**config.mk**
```make
export PLATFORM = sky130hd
export DESIGN_NAME = addr_trap_unit
export DESIGN_NICKNAME = d
export VERILOG_FILES = /design/src/rtl/addr_trap_unit.sv
export SDC_FILE = /design/constraint.sdc
export NUM_CORES = 1
export LEC_CHECK = 0
export ABC_CLOCK_PERIOD_IN_PS = 2600
export BUFFER_PORTS_ARGS = -buffer_cell sky130_fd_sc_hd__buf_2
export CAP_MARGIN = 20
export CORE_ASPECT_RATIO = 0.9
export CORE_UTILIZATION = 35
export DETAILED_ROUTE_END_ITERATION = 12
export PLACE_DENSITY = 0.66
export RECOVER_POWER = 25
export SLEW_MARGIN = 20
export SYNTH_ARGS = -nofsm -noshare
export SYNTH_HDL_FRONTEND = slang
export SYNTH_SLANG_ARGS = --single-unit
```
**constraint.sdc**
```tcl
create_clock -name clk -period 2.6 [get_ports clk]
set_input_delay 0.39 -clock clk [delete_from_list [all_inputs] [get_ports clk]]
set_output_delay 0.39 -clock clk [all_outputs]
set_load 0.01 [all_outputs]
```
**src/rtl/addr_trap_unit.sv**
```systemverilog
module addr_trap_unit #(
  parameter int AW = 16
) (
  input  logic          clk,
  input  logic          rst_n,
  input  logic          pf_valid,
  input  logic [AW-1:0] pf_addr,
  input  logic          done_valid,
  input  logic [AW-1:0] done_next,
  input  logic          br_taken,
  input  logic          cfg_we,
  input  logic          cfg_sel,
  input  logic [AW-1:0] cfg_wdata,
  output logic [AW-1:0] cfg_rdata,
  output logic          irq,
  output logic [AW-1:0] ret_addr
);

  logic [AW-1:1] trap_q;
  logic          en_q, armed_q, pend_q, irq_q;
  logic [AW-1:0] ret_q;

  wire wr_trap = cfg_we & ~cfg_sel;
  wire wr_ctrl = cfg_we & cfg_sel;
  wire en_set  = wr_ctrl & cfg_wdata[0];
  wire en_clr  = wr_ctrl & ~cfg_wdata[0];
  wire hit     = armed_q & pf_valid & (pf_addr[AW-1:1] == trap_q);
  wire deliver = pend_q & done_valid & ~br_taken & ~en_clr;

  always_ff @(posedge clk or negedge rst_n) begin
    if (!rst_n) begin
      trap_q <= '0;
      en_q   <= 1'b0;
    end else begin
      if (wr_trap) trap_q <= cfg_wdata[AW-1:1];
      if (wr_ctrl) en_q   <= cfg_wdata[0];
    end
  end

  always_ff @(posedge clk or negedge rst_n) begin
    if (!rst_n)                          armed_q <= 1'b0;
    else if (en_clr || (en_set && !en_q)) armed_q <= 1'b0;
    else if (en_q && done_valid)         armed_q <= 1'b1;
  end

  always_ff @(posedge clk or negedge rst_n) begin
    if (!rst_n)       pend_q <= 1'b0;
    else if (en_clr)  pend_q <= 1'b0;
    else if (deliver) pend_q <= 1'b0;
    else if (hit)     pend_q <= 1'b1;
  end

  always_ff @(posedge clk or negedge rst_n) begin
    if (!rst_n) begin
      irq_q <= 1'b0;
      ret_q <= '0;
    end else begin
      irq_q <= deliver;
      if (deliver) ret_q <= done_next;
    end
  end

  assign cfg_rdata = cfg_sel ? {{(AW-1){1'b0}}, en_q} : {trap_q, 1'b0};
  assign irq       = irq_q;
  assign ret_addr  = ret_q;

  AST_ARM_AFTER_DONE: assert property (@(posedge clk) disable iff (!rst_n)
    $rose(armed_q) |-> $past(done_valid) && $past(en_q));
  AST_PEND_NEEDS_ARM: assert property (@(posedge clk) disable iff (!rst_n)
    $rose(pend_q) |-> $past(armed_q) && $past(pf_valid));
  AST_IRQ_AT_BOUNDARY: assert property (@(posedge clk) disable iff (!rst_n)
    irq |-> $past(done_valid) && !$past(br_taken) && ret_addr == $past(done_next));
  AST_BRANCH_DEFERS: assert property (@(posedge clk) disable iff (!rst_n)
    pend_q && done_valid && br_taken && !en_clr |=> pend_q && !irq);
  AST_SINGLE_PULSE: assert property (@(posedge clk) disable iff (!rst_n)
    irq |=> !irq);
  AST_DISABLE_CANCELS: assert property (@(posedge clk) disable iff (!rst_n)
    en_clr |=> !pend_q && !armed_q && !irq);
  AST_PEND_NEEDS_EN: assert property (@(posedge clk) disable iff (!rst_n)
    pend_q |-> en_q);

endmodule

```
== Word-level counts from Yosys, hierarchy flattened ==
Index checks and enable logic that the tools add are counted.
Word-level totals
  bits in registers: 35
  output and inout bits: 33
  word-level logic and storage cells: 32
Cells by class
  equal/unequal tests: 1
  mux-type cells: 6
  bitwise operators: 13
  reduce and logical (&&, ||, !) cells: 6
Operators with widths (number)
  2-to-1 mux 16 bit: 1
  equality test 15 bit: 1
  bitwise AND 1 bit: 9
  2-to-1 mux 1 bit: 5
  inverter 1 bit: 4
  nonzero test 3 bit: 1
  logical AND 1 bit: 2
  nonzero test 2 bit: 1
  logical NOT 1 bit: 1
  logical OR 1 bit: 1

== Depth between registers and ports, before layout ==
  depth in word-level cells: 6
  gate-level depth with buffers: 5
  depth with buffers taken out: 4

== Worst setup path before layout ==
OpenSTA, ideal clock, no wires.
  path type: input port to output port
  from: input cfg_sel
  to: output cfg_rdata[0]
  arrival: 0.973 ns
  data required time: 2.210 ns
  setup slack: 1.237 ns
  stages: 3
  buffers on the path: 2
  cells stage by stage: buf_6 -> clkbuf_1 -> and2_1
Between the ends
  cells in the longest elaborated chain, start to end: 1
RTL lines
  start: declaration: line 12  | input logic cfg_sel,
  2-to-1 mux 16 bit: line 63  | assign cfg_rdata = cfg_sel ? {{(AW-1){1'b0}}, en_q} : {trap_q, 1'b0};
  end: declaration: line 14  | output logic [AW-1:0] cfg_rdata,
No other way between the ends.

== Final worst setup path ==
Same ends and word-level chain as after synthesis.

==> results.txt <==
----------------------------------------------------
[Run status]
  Run status ... completed

[Synth]
  Top cells by area, synth ... dfrtp_1, mux2_2, mux2_4, xnor2_1, nor2b_1
  Post-synth design cell area ... 1670 sq um
  Cell count after synthesis ... 120
  Flip-flop cell with the highest count after synthesis ... dfrtp_1
  Syn. warnings ... 0
  Unique masters post-synth ... 20
  Post-synthesis average cell area ... 13.9 sq um
  Share of the yosys chip area belonging to registers ... 0.524
  Most common library cells after synthesis ... dfrtp_1, mux2_2, nor2b_1
  Fraction of registers with async set/reset ... 1.00
  Post-synthesis net count ... 175
  Most frequent cell after synthesis ... dfrtp_1
  Area leader, netlist ... dfrtp_1
  Number of enable-type register cells in the synthesized netlist ... 0
  Synthesized flop and latch total ... 35
  Fraction of post-synthesis cell area in the top cell type by area ... 0.524

[CTS]
  Clock Root Buffer ... clkbuf_8
  Clock slew at reported path FFs ... 0.07 ns
  Clock Sinks ... 35
  Post-cts sizing count ... 0
  H-tree level count ... 2
  Post-CTS Repair Setup Buffers ... 0
  TritonCTS clock tree ... built
  CTS max path bufs ... 2
  TritonCTS buffer count ... 5
  Cts hold-fix bufs ... 0
  Source-to-sink clock delay at the later pin of the worst-skew pair ... 0.28 ns

[Layout]
  Total number of nets in the final design ... 264
  Number of antenna cells inserted ... 0
  Sequential cell area in the final layout ... 876 sq um
  Signed area change from the synthesized netlist to the final layout ... 33.6%
  Area of combinational cells with multiple inputs ... 748 sq um
  Fraction of layout cells with a size suffix above 1 ... 0.612
  Filler Cell Count ... 439

[Critical path]
  Data required time of the critical path ... 2.21 ns
  Crit start category ... primary input
  Arr. time, crit path ... 1.04 ns
  Worst-path maximum fanout ... 19
  CP endpoint kind ... output pin
  Start-to-end type of the worst setup path ... primary input to output pin

[Route]
  First-pass iteration count of the detailed router ... 3
  Total routed wirelength ... 3.30 mm
  Vias after detailed routing ... 1198
  Avg Vias per Cell ... 4.42
  Average wire length per cell after detail routing ... 12.2 microns
  Number of DRC markers in iteration 0 ... 14
  Antenna Nets Post-Route ... 0
  DRC viols ... 0

[STA]
  TNS Setup ... 0 ns
  Tcrit/Tclk final ... 0.549
  Max Clock Skew ... 0.00329 ns
  Post-route setup slack ... 1.17 ns
  Count of final max-slew check failures ... 0
  Slew of the pin with the lowest slew margin ... 0.757 ns
  Post-route minimum period ... 1.43 ns
  Maximum frequency from static timing analysis ... 700 MHz
  Final number of setup-violating endpoints ... 0
  RSZ-0062 raised after global routing ... no
  Final hold violation count ... 0
  Worst max-slew margin expressed relative to the limit ... 0.495

[Floorplan]
  Starting density of the core ... 0.370
  Top-level port count ... 88
  Die span in x ... 74.8 microns
  Die outline height ... 67.5 microns
  Num rows ... 23
  Placeable core region ... 4520 sq um
  Die area ... 5050 sq um

[Worst hold path]
  Hold crit path type ... primary input to asynchronous set/reset pin

[Power and ir drop]
  Static Leakage ... 1.21 nW
  Worst VDD drop ... 251 uV
  Overall power after layout ... 1.22 mW
  Power per Cell Area ... 547 nW/um^2

[Place]
  Port Buf Inserts ... 86
  Setup slack after placement ... 0.898 ns
  Gp weighted congestion ... 0.682
  Half-perimeter wire length after placement ... 2.49 mm

[Global routing]
  Vias in the first global route ... 1088
  Antenna violations before repair ... 0
  Wire length of the first global-routing pass ... 5.06 mm
  Largest net degree at the start of global routing ... 36
  Overall global routing resource usage ... 0.139
  Residual overflow from global routing ... 0

[Job]
  Count of maximum capacitance violations ... 0

----------------------------------------------------
## cell type report
type | count | share of cell area
clock buffer | 6 | 0.0370
clock inverter | 1 | 0.00224
inverter | 1 | 0.00168
multi-input combinational | 79 | 0.335
sequential | 35 | 0.393
tap | 62 | 0.0348
timing repair buffer | 87 | 0.196
## power breakdown
part | internal [mW] | switching (mW) | total, mW
clock network | 0.208 | 0.180 | 0.388
registers | 0.585 | 0.0323 | 0.617
logic | 0.127 | 0.0870 | 0.214
total | 0.920 | 0.300 | 1.22
## critical path, cell delays in order
cell and delay, ns:
buf_2 0.33, and2_1 0.19, buf_2 0.13
## cells in the final DEF (no fill, tap or decap), types with 2 or more instances in the layout
master,n
nand4_1,3
mux2_4,9
dfrtp_1,35
a21oi_1,2
nand3_1,2
nor2b_1,16
clkbuf_8,6
xnor2_1,15
buf_2,86
mux2_2,23
nor3_1,2
## logic make-up (layout without fill, tap and decap cells)
group,Yosys count,in the layout,synth area share
flops,35,35,0.524
mux,32,32,0.236
simple gates,29,29,0.121
xor+xnor,15,15,0.0787
buf+inv,6,95,0.0277
compound gates,3,3,0.0120
## layer usage
layer | vias up | share of wire | wire (microns) | GRT usage
met5 | - | 0 | 0 | 0
met4 | 0 | 0 | 0 | 0.0425
met3 | 0 | 0.088 | 290 | 0.0672
met2 | 61 | 0.47 | 1540 | 0.223
met1 | 552 | 0.45 | 1480 | 0.164
li1 | 585 | - | - | -
## worst paths after layout
check	slack, ns	end	startpoint	cells after the start
worst max-delay path	1.17	cfg_rdata[0]	cfg_sel	3
worst min-delay path	0.18	trap_q[3]	rst_n	1
worst max register to register	1.32	ret_addr[13]	pend_q	2
worst min register to register	0.50	ret_addr[9]	ret_addr[9]	1
max in group asynchronous	1.94	ret_addr[11]	rst_n	1
min in group clk	0.34	ret_addr[4]	done_next[4]	2
## through the flow
stage	hold WS [ns]	utilization	cell area (sq um)	std cells
3_5_place_dp	0.489	0.474	2140	264
6_report	0.179	0.494	2230	271
3_3_place_gp	0.486	0.474	2140	264
4_1_cts	0.214	0.494	2230	271
5_1_grt	0.240	0.494	2230	271
2_1_floorplan	0.0944	-	1670	120
## sequential cells by signal, indices dropped and copies added (netlist names)
| name | flops |
|---|---|
| armed_q | 1 |
| en_q | 1 |
| irq | 1 |
| pend_q | 1 |
| ret_addr | 16 |
| trap_q | 15 |
Power figures use the tool's default switching activity.
